--- src/rtl/fpx_pkg.sv ---
package fpx_pkg;

  localparam int NFLAG = 6;
  localparam int F_INV = 0;
  localparam int F_DEN = 1;
  localparam int F_ZDV = 2;
  localparam int F_OVF = 3;
  localparam int F_UNF = 4;
  localparam int F_PRE = 5;

  typedef enum logic [1:0] {
    RK_COMPUTED   = 2'd0,
    RK_QNAN_INDEF = 2'd1,
    RK_SIGNED_INF = 2'd2,
    RK_KEEP_DEST  = 2'd3
  } res_kind_e;

  typedef struct packed {
    logic [NFLAG-1:0] rep;
    logic             stop;
    res_kind_e        kind;
    logic             sign;
  } pre_out_t;

  // any reported exception whose mask bit is clear
  function automatic logic any_unmasked(input logic [NFLAG-1:0] rep,
                                        input logic [NFLAG-1:0] mask);
    return |(rep & ~mask);
  endfunction

  // sign of the infinity returned for a masked zero divide
  function automatic logic inf_sign(input logic a, input logic b);
    return a ^ b;
  endfunction

  // underflow report rule depends on its own mask bit
  function automatic logic underflow_report(input logic tiny, input logic inexact,
                                            input logic masked);
    return masked ? (tiny & inexact) : tiny;
  endfunction

endpackage

--- src/rtl/fpx_pre_resolve.sv ---
module fpx_pre_resolve
  import fpx_pkg::*;
(
  input  logic     snan,
  input  logic     qnan,
  input  logic     inv_other,
  input  logic     div_zero,
  input  logic     denorm,
  input  logic     m_inv,
  input  logic     m_den,
  input  logic     m_zdv,
  input  logic     sign_a,
  input  logic     sign_b,
  output pre_out_t pre,
  output logic     ev_qnan_block
);

  always_comb begin
    pre       = '0;
    pre.kind  = RK_COMPUTED;
    ev_qnan_block = 1'b0;
    if (snan) begin
      pre.rep[F_INV] = 1'b1;
      pre.stop       = 1'b1;
      pre.kind       = m_inv ? RK_QNAN_INDEF : RK_KEEP_DEST;
    end else if (qnan) begin
      pre.stop      = 1'b1;
      pre.kind      = RK_COMPUTED;
      ev_qnan_block = div_zero | inv_other | denorm;
    end else if (inv_other) begin
      pre.rep[F_INV] = 1'b1;
      pre.stop       = 1'b1;
      pre.kind       = m_inv ? RK_QNAN_INDEF : RK_KEEP_DEST;
    end else if (div_zero) begin
      pre.rep[F_ZDV] = 1'b1;
      pre.stop       = 1'b1;
      if (m_zdv) begin
        pre.kind = RK_SIGNED_INF;
        pre.sign = inf_sign(sign_a, sign_b);
      end else begin
        pre.kind = RK_KEEP_DEST;
      end
    end else if (denorm) begin
      pre.rep[F_DEN] = 1'b1;
      if (!m_den) begin
        pre.stop = 1'b1;
        pre.kind = RK_KEEP_DEST;
      end
    end
  end

endmodule

--- src/rtl/fpx_post_resolve.sv ---
module fpx_post_resolve
  import fpx_pkg::*;
(
  input  logic             overflow,
  input  logic             tiny,
  input  logic             inexact,
  input  logic             m_unf,
  output logic [NFLAG-1:0] post_rep
);

  always_comb begin
    post_rep = '0;
    if (overflow) begin
      post_rep[F_OVF] = 1'b1;
      post_rep[F_PRE] = inexact;
    end else if (tiny) begin
      post_rep[F_UNF] = underflow_report(tiny, inexact, m_unf);
      post_rep[F_PRE] = inexact;
    end else begin
      post_rep[F_PRE] = inexact;
    end
  end

endmodule

--- src/rtl/fpx_sticky.sv ---
module fpx_sticky #(
  parameter int W = 6
) (
  input  logic         clk,
  input  logic         rst_n,
  input  logic         clr,
  input  logic         upd,
  input  logic [W-1:0] rep,
  output logic [W-1:0] flags
);

  for (genvar i = 0; i < W; i++) begin : g_bit
    logic set_i;
    assign set_i = upd & rep[i];
    always_ff @(posedge clk or negedge rst_n) begin
      if (!rst_n)   flags[i] <= 1'b0;
      else if (clr) flags[i] <= set_i;
      else          flags[i] <= flags[i] | set_i;
    end
  end

endmodule

--- src/rtl/fpx_resolver.sv ---
module fpx_resolver
  import fpx_pkg::*;
#(
  parameter int FW = NFLAG
) (
  input  logic          clk,
  input  logic          rst_n,
  input  logic          clr_flags,
  input  logic          op_valid,
  input  logic          cnd_snan,
  input  logic          cnd_qnan,
  input  logic          cnd_inv_other,
  input  logic          cnd_div_zero,
  input  logic          cnd_denorm,
  input  logic          cnd_overflow,
  input  logic          cnd_tiny,
  input  logic          cnd_inexact,
  input  logic          sign_a,
  input  logic          sign_b,
  input  logic [FW-1:0] exc_mask,
  output logic [FW-1:0] status_flags,
  output logic          trap_req,
  output logic          res_valid,
  output logic [1:0]    res_kind,
  output logic          res_sign
);

  pre_out_t         pre;
  logic             ev_qnan_block;
  logic [FW-1:0]    post_rep;
  logic [FW-1:0]    op_rep;
  logic             op_trap;
  res_kind_e        op_kind;
  logic             op_sign;

  fpx_pre_resolve u_pre (
    .snan(cnd_snan), .qnan(cnd_qnan), .inv_other(cnd_inv_other),
    .div_zero(cnd_div_zero), .denorm(cnd_denorm),
    .m_inv(exc_mask[F_INV]), .m_den(exc_mask[F_DEN]), .m_zdv(exc_mask[F_ZDV]),
    .sign_a(sign_a), .sign_b(sign_b), .pre(pre), .ev_qnan_block(ev_qnan_block)
  );

  fpx_post_resolve u_post (
    .overflow(cnd_overflow), .tiny(cnd_tiny), .inexact(cnd_inexact),
    .m_unf(exc_mask[F_UNF]), .post_rep(post_rep)
  );

  assign op_rep  = pre.rep | (pre.stop ? '0 : post_rep);
  assign op_kind = pre.kind;
  assign op_sign = pre.sign;
  assign op_trap = any_unmasked(op_rep, exc_mask);

  fpx_sticky #(.W(FW)) u_sticky (
    .clk(clk), .rst_n(rst_n), .clr(clr_flags), .upd(op_valid),
    .rep(op_rep), .flags(status_flags)
  );

  always_ff @(posedge clk or negedge rst_n) begin
    if (!rst_n) begin
      trap_req  <= 1'b0;
      res_valid <= 1'b0;
      res_kind  <= RK_COMPUTED;
      res_sign  <= 1'b0;
    end else begin
      trap_req  <= op_valid & op_trap;
      res_valid <= op_valid;
      res_kind  <= op_valid ? op_kind : RK_COMPUTED;
      res_sign  <= op_valid & op_sign;
    end
  end

endmodule

--- config.mk ---
export PLATFORM = sky130hd
export DESIGN_NAME = fpx_resolver
export DESIGN_NICKNAME = d
export VERILOG_FILES = /design/src/rtl/fpx_pkg.sv /design/src/rtl/fpx_pre_resolve.sv /design/src/rtl/fpx_post_resolve.sv /design/src/rtl/fpx_sticky.sv /design/src/rtl/fpx_resolver.sv
export SDC_FILE = /design/constraint.sdc
export NUM_CORES = 1
export LEC_CHECK = 0
export BUFFER_PORTS_ARGS = -buffer_cell sky130_fd_sc_hd__buf_2
export CAP_MARGIN = 20
export CORE_MARGIN = 8
export CORE_UTILIZATION = 40
export CTS_CLUSTER_SIZE = 8
export DETAILED_ROUTE_END_ITERATION = 7
export MAX_ROUTING_LAYER = met4
export PLACE_DENSITY = 0.74
export SYNTH_ARGS = -nofsm -noshare
export SYNTH_HDL_FRONTEND = slang
export SYNTH_SLANG_ARGS = --single-unit
--- constraint.sdc ---
create_clock -name clk -period 0.95 [get_ports clk]
set_input_delay 0.19 -clock clk [delete_from_list [all_inputs] [get_ports clk]]
set_output_delay 0.19 -clock clk [all_outputs]
set_load 0.03 [all_outputs]
==> metrics.csv, run 1 <==
stage;metric;value;unit
timing;Slew Limit Fails;0;
global_route;grt total ovfl;0;
global_route;largest net degree at the start of global routing;12;
worst_hold_path;Hold EP;u_sticky.flags[2]$_DFF_PN0_;
layout;fin nets;124;
global_route;gr usage total;0.1318;
setup_path;r2r setup slk;0.02;ns
power_and_ir_drop;Power Total;1077;µW
placed_design;Placed Area;779.5;µm²
clock_tree;clock sink count;11;
synth;post-synthesis sequential area ratio;0.5238;
placed_design;Placer Congestion;0.8223;
synth;Mapped Avg Cell Area;9.915;µm²
synth;count leader, synth;dfrtp_1;
setup_path;Critical Path End Type;output pin;
synth;Synth Register Bits;11;
setup_path;critical path arrival;0.81;ns
timing;minimum clock period;0.9989;ns
route;starting DRC count in detailed routing;17;
setup_path;required time worst endpoint;0.76;ns
power_and_ir_drop;leakage;0.0004794;µW
die;Die X;52.25;µm
die;Ports;31;
synth;main area contributors after synthesis;dfrtp_1 (52%), a22o_1 (6.7%), inv_1 (3.6%), nor2b_1 (3.6%), a21oi_1 (2.9%);
layout;Final Cell Area;929.6;µm²
clock_tree;clk root buf;clkbuf_4;
setup_path;worst path bufs/invs;1;
timing;Worst-Margin Slew;0.2392;ns
job;# Max-Cap Violations;0;
timing;Slew HR;0.8405;
setup_path;r2r startpoint;u_sticky.flags[5]$_DFF_PN0_;
route;number of remaining DRC errors;0;
die;Core Rows;13;
setup_path;critical-path cell list;buf_6;
clock_tree;Reg clk slew, reported paths;0.07;ns
timing;period utilization;1.051;
synth;EDFF count, synth;0;
die;Starting Density;0.4142;
global_route;global-route wire length before repair;2656;µm
route;metal2 WL;798;µm
layout;antenna cell count;0;
setup_path;Startpoint Class;flop;
setup_path;Crit-path slowest cell;dfrtp_1;
timing;skew final;0;ns
clock_tree;CTS tree;yes;
setup_path;Crit Path Class;reg -> out;
clock_tree;Longest Clk Path Bufs;2;
synth;syn nets;73;
worst_hold_path;WHS Path Cells;2;
layout;layout cells sized above 1;0.5049;
worst_hold_path;HP Class;in -> reg;
power_and_ir_drop;pwr dens;1158;mW/mm²
synth;synth cell count leaders;dfrtp_1 (11), inv_1 (5), a22o_1 (4), nor2_1 (4);
global_route;vias in the first global route;620;
timing;RSZ-0062 raised after global routing;yes;
clock_tree;H-tree depth;1;
placed_design;Final HPWL DP;1225;µm
setup_path;RR Endpoint;u_sticky.flags[5]$_DFF_PN0_;
route;Max Used Layer;met3;
timing;final worst setup slack;-0.04885;ns
route;Via density;4.822;
timing;Final Hold Viols;0;
synth;mapped cell area;525.5;µm²
synth;synth unique cells;21;
worst_hold_path;Hold Path Origin;clr_flags;
route;wire length per cell;12.93;µm
outcome;status;complete, but fails checks;
setup_path;Crit path max-delay family;flip-flops;
route;M1 wire length;641;µm
timing;maximum clock frequency;1001;MHz
placed_design;I/O Buffers;30;
die;core area;0.001269;mm²
synth;Yosys Warn Count;0;
clock_tree;Num CTS Buffers;3;
power_and_ir_drop;peak supply drop;0.4407;mV
setup_path;worst-case reg-to-reg path depth;3;
die;Die Area;0.002730;mm²
synth;Main synth FF type;dfrtp_1;
setup_path;crit path max fanout;2;
setup_path;delay of the slowest critical-path stage;0.40;ns
synth;Synth top area share;0.5238;
route;met3 wire len;86;µm
route;DRT Wirelength;1526;µm
placed_design;worst slack at placement;-0.2560;ns
route;Pre-antenna DRT Iters;4;
layout;Area growth syn-to-layout;76.90;%
clock_tree;worst-skew pair later-pin latency;0.26;ns
layout;Finished Core Util;0.7327;
synth;ys async rst share;1.000;
timing;final setup violation count;11;
synth;post-synth top area cell;dfrtp_1;
die;Die Span Y;52.25;µm
route;vias post-DR;569;
synth;cell count after synthesis;53;
route;antenna viol nets, final;0;
outcome;failing checks;setup timing;
global_route;initial antenna violation count;0;
layout;fillcell total;91;
-- cell families (layout without fill, tap and decap cells) --
| logic type | Yosys count | in the layout | share of synthesized area |
|---|---|---|---|
| compound gates | 18 | 18 | 0.2381 |
| simple gates | 18 | 18 | 0.1857 |
| flops | 11 | 11 | 0.5238 |
| buf+inv | 5 | 55 | 0.03572 |
| xor+xnor | 1 | 1 | 0.01667 |
-- through the flow --
| stage | cells | hold slack (ns) | TNS [ns] |
|---|---|---|---|
| floorplan | 53 | -0.1056 | -0.1179 |
| global placement | 108 | 0.06029 | -1.260 |
| detailed placement | 108 | 0.06710 | -1.371 |
| CTS | 116 | 0.1184 | -0.4511 |
| global route | 118 | 0.1381 | -0.7441 |
| finish | 118 | 0.1345 | -0.3113 |
-- cell usage in the layout (no fill, tap or decap), types with 2 or more instances in the layout --
| master | n |
|---|---|
| inv_1 | 5 |
| dfrtp_1 | 11 |
| o21ai_0 | 3 |
| o21a_1 | 2 |
| nor2_1 | 4 |
| buf_2 | 19 |
| nor2b_1 | 3 |
| buf_4 | 15 |
| a21oi_1 | 2 |
| a22o_1 | 4 |
| nor3b_1 | 2 |
| nand2b_1 | 2 |
| nor3_2 | 2 |
| clkbuf_4 | 3 |
| nand2_1 | 3 |
| buf_6 | 11 |
-- how the worst max path moves through the flow --
stage	slack (ns)	endpoint	cells past startpoint	start
floorplan	-0.12	trap_req$_DFF_PN0_	4	cnd_inv_other
CTS	-0.06	status_flags[4]	1	u_sticky.flags[4]$_DFF_PN0_
detailed placement	-0.26	trap_req$_DFF_PN0_	5	cnd_inv_other
global placement	-0.24	trap_req$_DFF_PN0_	5	cnd_inv_other
global route	-0.09	status_flags[3]	1	u_sticky.flags[3]$_DFF_PN0_
finish	-0.05	status_flags[3]	1	u_sticky.flags[3]$_DFF_PN0_
-- power breakdown --
part	internal, µW	total (µW)	switching [µW]
clock	162	312	149
combinational	135	266	131
sequential	487	498	10.8
total	785	1080	291
-- repair_timing --
| item | 4_1_cts | 5_1_grt |
|---|---|---|
| endpoints found under the hold margin | 11 | 0 |
| gates resized for setup | 22 | 2 |
| hold buffers | 1 | 0 |
| gates cloned | 0 | 0 |
| buffers inserted | 3 | 2 |
| endpoints found under the setup margin | 11 | 12 |
-- final cells by class --
class	instances	area (µm²)	area share
timing repair buffer	46	341.6	0.3674
clock buffer	4	26.28	0.02826
sequential	11	275.3	0.2961
multi-input combinational	37	249.0	0.2678
inverter	5	18.77	0.02019
tap	15	18.77	0.02019
-- per-layer routing --
metal  track usage  vias to the layer above
li1              -                      288
met1        0.1467                      261
met2        0.2060                       20
met3       0.03409                        0
met4       0.08190                        0
met5             -                        -
-- sequential cells by signal (all words and copies together), names as in the netlist --
signal          flops
u_sticky.flags      6
trap_req            1
res_kind            2
res_sign            1
res_valid           1
(Power assumes the default switching activity.)
==> inputs of run 2 (changes only) <==
Settings changed: CORE_UTILIZATION 40 to 44, PLACE_DENSITY 0.74 to 0.76, SYNTH_HIERARCHICAL set to 1.
==> run 2 against run 1 <==
  * The run still ends with setup timing left
  * Non-clock buffer count is 2 lower
  * Synthesized cell count up 47%
  * Register-to-register slack improved by 0.03 ns
  * Critical path depth unchanged
==> metrics.csv, run 2 <==
stage;metric;value;unit
route;Pre-antenna DRT Iters;4;
placed_design;worst slack at placement;-0.3324;ns
die;Ports;31;
setup_path;Crit path max-delay family;flip-flops;
route;Via density;4.609;
timing;Slew Limit Fails;0;
route;DRT Wirelength;1734;µm
layout;layout cells sized above 1;0.5082;
route;vias post-DR;636;
placed_design;Placer Congestion;0.8295;
setup_path;delay of the slowest critical-path stage;0.40;ns
global_route;initial antenna violation count;0;
layout;register area;275.3;µm²
setup_path;Critical Path End Type;output pin;
synth;cell count after synthesis;78;
timing;RSZ-0062 raised after global routing;yes;
setup_path;critical path arrival;0.81;ns
route;number of remaining DRC errors;0;
layout;antenna cell count;0;
route;antenna viol nets, final;0;
outcome;status;complete, but fails checks;
setup_path;critical path depth;1;
power_and_ir_drop;peak supply drop;0.4053;mV
die;core area;0.001471;mm²
placed_design;I/O Buffers;30;
timing;final worst setup slack;-0.04570;ns
layout;fin nets;143;
job;# Max-Cap Violations;0;
layout;Final Cell Area;0.001059;mm²
clock_tree;Num CTS Buffers;3;
layout;top flop regs;u_sticky/flags x6, res_kind x2;
placed_design;Cell Count Post-Placement;128;
timing;period utilization;1.048;
timing;minimum clock period;0.9957;ns
setup_path;Startpoint Class;flop;
placed_design;Placed Area;885.9;µm²
power_and_ir_drop;pwr dens;1141;mW/mm²
outcome;failing checks;setup timing;
setup_path;RR Endpoint;u_sticky/flags[2]$_DFF_PN0_;
synth;Mapped Avg Cell Area;8.566;µm²
timing;TNS Setup;-0.3276;ns
setup_path;r2r startpoint;u_sticky/flags[2]$_DFF_PN0_;
global_route;global-route wire length before repair;2953;µm
placed_design;Final HPWL DP;1265;µm
die;Die X;54.97;µm
setup_path;required time worst endpoint;0.76;ns
die;Die Span Y;54.97;µm
clock_tree;Reg clk slew, reported paths;0.07;ns
timing;final setup violation count;12;
global_route;largest net degree at the start of global routing;12;
synth;mapped cell area;668.1;µm²
layout;most frequent cells in the layout;buf_2 (17), inv_1 (15), buf_4 (13);
layout;Biggest register;u_sticky/flags;
setup_path;source of the critical timing path;u_sticky/flags[5]$_DFF_PN0_;
global_route;gr usage total;0.1317;
timing;maximum clock frequency;1004;MHz
layout;commonest non-fill, non-tap cell in the layout;buf_2;
clock_tree;clk root buf;clkbuf_4;
layout;max FFs per register;6;
clock_tree;CTS tree;yes;
setup_path;crit path max fanout;2;
power_and_ir_drop;leakage;0.0005713;µW
worst_hold_path;HP Class;in -> reg;
layout;fillcell total;123;
timing;Final Hold Viols;0;
setup_path;Worst Setup EP;status_flags[5];
layout;Finished Layout Cells;138;
global_route;grt total ovfl;0;
layout;area of the multi-input gates;331.6;µm²
clock_tree;worst-skew pair later-pin latency;0.26;ns
synth;Yosys Warn Count;6;
setup_path;r2r setup slk;0.05;ns
clock_tree;Longest Clk Path Bufs;2;
clock_tree;H-tree depth;1;
die;Die Area;0.003021;mm²
setup_path;critical-path cell list;buf_6;
clock_tree;clock sink count;11;
setup_path;Crit Path Class;reg -> out;
route;starting DRC count in detailed routing;8;
die;Starting Density;0.4541;
timing;skew final;0;ns
global_route;vias in the first global route;728;
setup_path;worst path bufs/invs;1;
layout;Area growth syn-to-layout;58.43;%
die;Core Rows;14;
setup_path;worst-case reg-to-reg path depth;4;
setup_path;Crit-path slowest cell;dfrtp_1;
route;wire length per cell;12.57;µm
## run 2: power by group
group | internal (µW) | switching [µW] | total [µW]
Clock | 162 | 149 | 311
Sequential | 500 | 20.0 | 520
Combinational | 187 | 191 | 378
Total | 848 | 360 | 1210
## run 2: layout make-up
type	instances	area share
Inverter	16	0.05910
Sequential cell	11	0.2600
Tap cell	16	0.01891
Timing Repair Buffer	44	0.3239
Multi-Input combinational cell	47	0.3132
Clock buffer	4	0.02482
## run 2: layer usage
| metal | share of wire | track usage |
|---|---|---|
| met1 | 0.41 | 0.1411 |
| met2 | 0.52 | 0.2358 |
| met3 | 0.066 | 0.01070 |
| met4 | 0.0058 | 0.06800 |
| met5 | 0 | - |
## run 2: timing repair
action	4_1_cts	5_1_grt
gates cloned	0	0
gates resized for setup	30	1
buffers inserted	4	1
endpoints found under the setup margin	12	12
pin swaps	4	3
hold endpoints to repair	11	0
hold buffers	1	0
## run 2: metrics by stage
step | utilization | hold slack (ns) | total power, µW
after floorplan | - | -0.1056 | 696.4
after global placement | 0.6020 | 0.06013 | 809.4
after detailed placement | 0.6020 | 0.06649 | 815.8
after CTS | 0.7126 | 0.1397 | 1202
after global routing | 0.7194 | 0.1455 | 1282
final | 0.7194 | 0.1445 | 1208
## run 2: worst min-delay path by stage
stage	depth (start not counted)	from	slack (ns)	to
2_1_floorplan	0	rst_n	-0.11	res_kind[0]$_DFF_PN0_
3_3_place_gp	1	rst_n	0.06	res_valid$_DFF_PN0_
3_5_place_dp	1	rst_n	0.07	res_sign$_DFF_PN0_
4_1_cts	1	op_valid	0.14	res_valid$_DFF_PN0_
5_1_grt	1	op_valid	0.15	res_valid$_DFF_PN0_
6_report	1	op_valid	0.14	res_valid$_DFF_PN0_
==> inputs of run 3 (changes only) <==
Clock period 0.95 ns to 1.1 ns, I/O delays scaled along.
==> run 3 against run 2 <==
  * The flow now finishes without violations
  * Clock skew unchanged
  * Sequential share of layout area is 3.3 points higher
  * Design area down 11%
  * Final cell count decreased by 3.6%
  * Setup slack better by 0.10 ns
  * Via count fell by 6.9%
  * Sequential cell count did not move
  * Die area stayed put
==> metrics.csv, run 3 (synthesis gave the netlist of run 2 again) <==
stage;metric;value;unit
die;core area;0.001471;mm²
route;DRT Wirelength;1518;µm
timing;skew final;0;ns
setup_path;crit path max fanout;4;
global_route;vias in the first global route;620;
global_route;gr usage total;0.1083;
route;antenna viol nets, final;0;
route;Pre-antenna DRT Iters;4;
layout;Biggest register;u_sticky/flags;
die;Die X;54.97;µm
timing;Slew Limit Fails;0;
clock_tree;Reg clk slew, reported paths;0.06;ns
layout;commonest non-fill, non-tap cell in the layout;buf_2;
timing;RSZ-0062 raised after global routing;no;
setup_path;required time worst endpoint;1.24;ns
setup_path;r2r startpoint;u_sticky/flags[5]$_DFF_PN0_;
setup_path;Startpoint Class;primary input;
route;starting DRC count in detailed routing;10;
clock_tree;clock sink count;11;
global_route;initial antenna violation count;0;
worst_hold_path;Hold Path Origin;op_valid;
power_and_ir_drop;pwr dens;1023;mW/mm²
timing;Final Hold Viols;0;
worst_hold_path;Hold EP;res_valid$_DFF_PN0_;
job;# Max-Cap Violations;0;
timing;final setup violation count;0;
global_route;largest net degree at the start of global routing;12;
placed_design;Final HPWL DP;1304;µm
clock_tree;H-tree depth;1;
setup_path;Crit Path Class;in -> reg;
die;Die Area;0.003021;mm²
route;vias post-DR;592;
layout;max FFs per register;6;
global_route;global-route wire length before repair;2408;µm
layout;most frequent cells in the layout;buf_2 (29), inv_1 (15), dfrtp_1 (11);
clock_tree;worst-skew pair later-pin latency;0.25;ns
die;Starting Density;0.4541;
outcome;status;finished, final reports clean;
layout;fillcell total;138;
clock_tree;CTS tree;yes;
global_route;grt total ovfl;0;
layout;Finished Core Util;0.6378;
power_and_ir_drop;leakage;0.0005263;µW
setup_path;Critical Path End Type;flop;
timing;maximum clock frequency;960.2;MHz
clock_tree;Longest Clk Path Bufs;2;
worst_hold_path;HP Class;in -> reg;
setup_path;worst-case reg-to-reg path depth;2;
timing;minimum clock period;1.041;ns
route;number of remaining DRC errors;0;
setup_path;RR Endpoint;u_sticky/flags[5]$_DFF_PN0_;
setup_path;critical path arrival;1.18;ns
clock_tree;Num CTS Buffers;3;
setup_path;r2r setup slk;0.48;ns
die;Core Rows;14;
timing;period utilization;0.9468;
route;Via density;4.451;
layout;Area growth syn-to-layout;40.45;%
power_and_ir_drop;peak supply drop;0.4323;mV
clock_tree;setup repair bufs after CTS;0;
placed_design;I/O Buffers;30;
clock_tree;clk root buf;clkbuf_4;
layout;layout cells sized above 1;0.4786;
route;wire length per cell;11.41;µm
worst_hold_path;WHS Path Cells;1;
layout;top flop regs;u_sticky/flags x6, res_kind x2;
layout;fin nets;138;
die;Ports;31;
power_and_ir_drop;Power Total;960.1;µW
placed_design;Placer Congestion;0.8057;
die;Die Span Y;54.97;µm
layout;antenna cell count;0;
[run 3: repair_timing]
action	CTS	global route
endpoints found under the setup margin	0	2
hold buffers	1	0
hold endpoints to repair	11	0
resized for setup	0	5
[run 3: how the worst max path moves through the flow]
stage	from	end	cells past startpoint	slack, ns
2_1_floorplan	cnd_denorm	trap_req$_DFF_PN0_	6	-0.02
3_3_place_gp	cnd_qnan	trap_req$_DFF_PN0_	7	-0.19
3_5_place_dp	cnd_inv_other	trap_req$_DFF_PN0_	6	-0.23
4_1_cts	cnd_inv_other	trap_req$_DFF_PN0_	6	0.04
5_1_grt	cnd_qnan	trap_req$_DFF_PN0_	6	0.0008
6_report	exc_mask[1]	trap_req$_DFF_PN0_	7	0.06
[run 3: routing by layer]
metal,routed length [µm],GRT usage
met3,129,0.01337
met2,737,0.1774
met5,0,-
met4,10,0.06400
met1,639,0.1238
[run 3: worst max-delay path: stages]
cell,delay [ns]
buf_2,0.12
nor2b_4,0.10
nand2b_4,0.13
inv_4,0.04
a21oi_1,0.17
o22ai_1,0.10
o31a_1,0.30
[run 3: area by class of cell]
cell class | count | area [µm²] | area share
clock buffer | 4 | 26.28 | 0.02800
multi-input combinational | 47 | 327.8 | 0.3493
tap | 16 | 20.02 | 0.02133
sequential | 11 | 275.3 | 0.2933
inverter | 16 | 62.56 | 0.06667
timing repair buffer | 39 | 226.5 | 0.2413
[run 3: power by group]
part	internal [µW]	leakage (µW)	switching, µW
clock	140	0.0000150	115
sequential	431	0.000139	10.9
combinational	109	0.000372	155
total	680	0.000526	280
[run 3: per-stage QoR]
step | setup TNS (ns) | hold WS [ns] | area [µm²] | setup WS [ns] | instances
CTS | 0 | 0.1730 | 922.1 | 0.04479 | 133
floorplan | -0.02422 | -0.07559 | 715.7 | -0.02422 | 82
finish | 0 | 0.1778 | 938.4 | 0.05855 | 133
global route | 0 | 0.1802 | 938.4 | 0.0008299 | 133
detailed placement | -0.7618 | 0.09533 | 885.9 | -0.2257 | 128
global placement | -0.5621 | 0.09012 | 885.9 | -0.1893 | 128
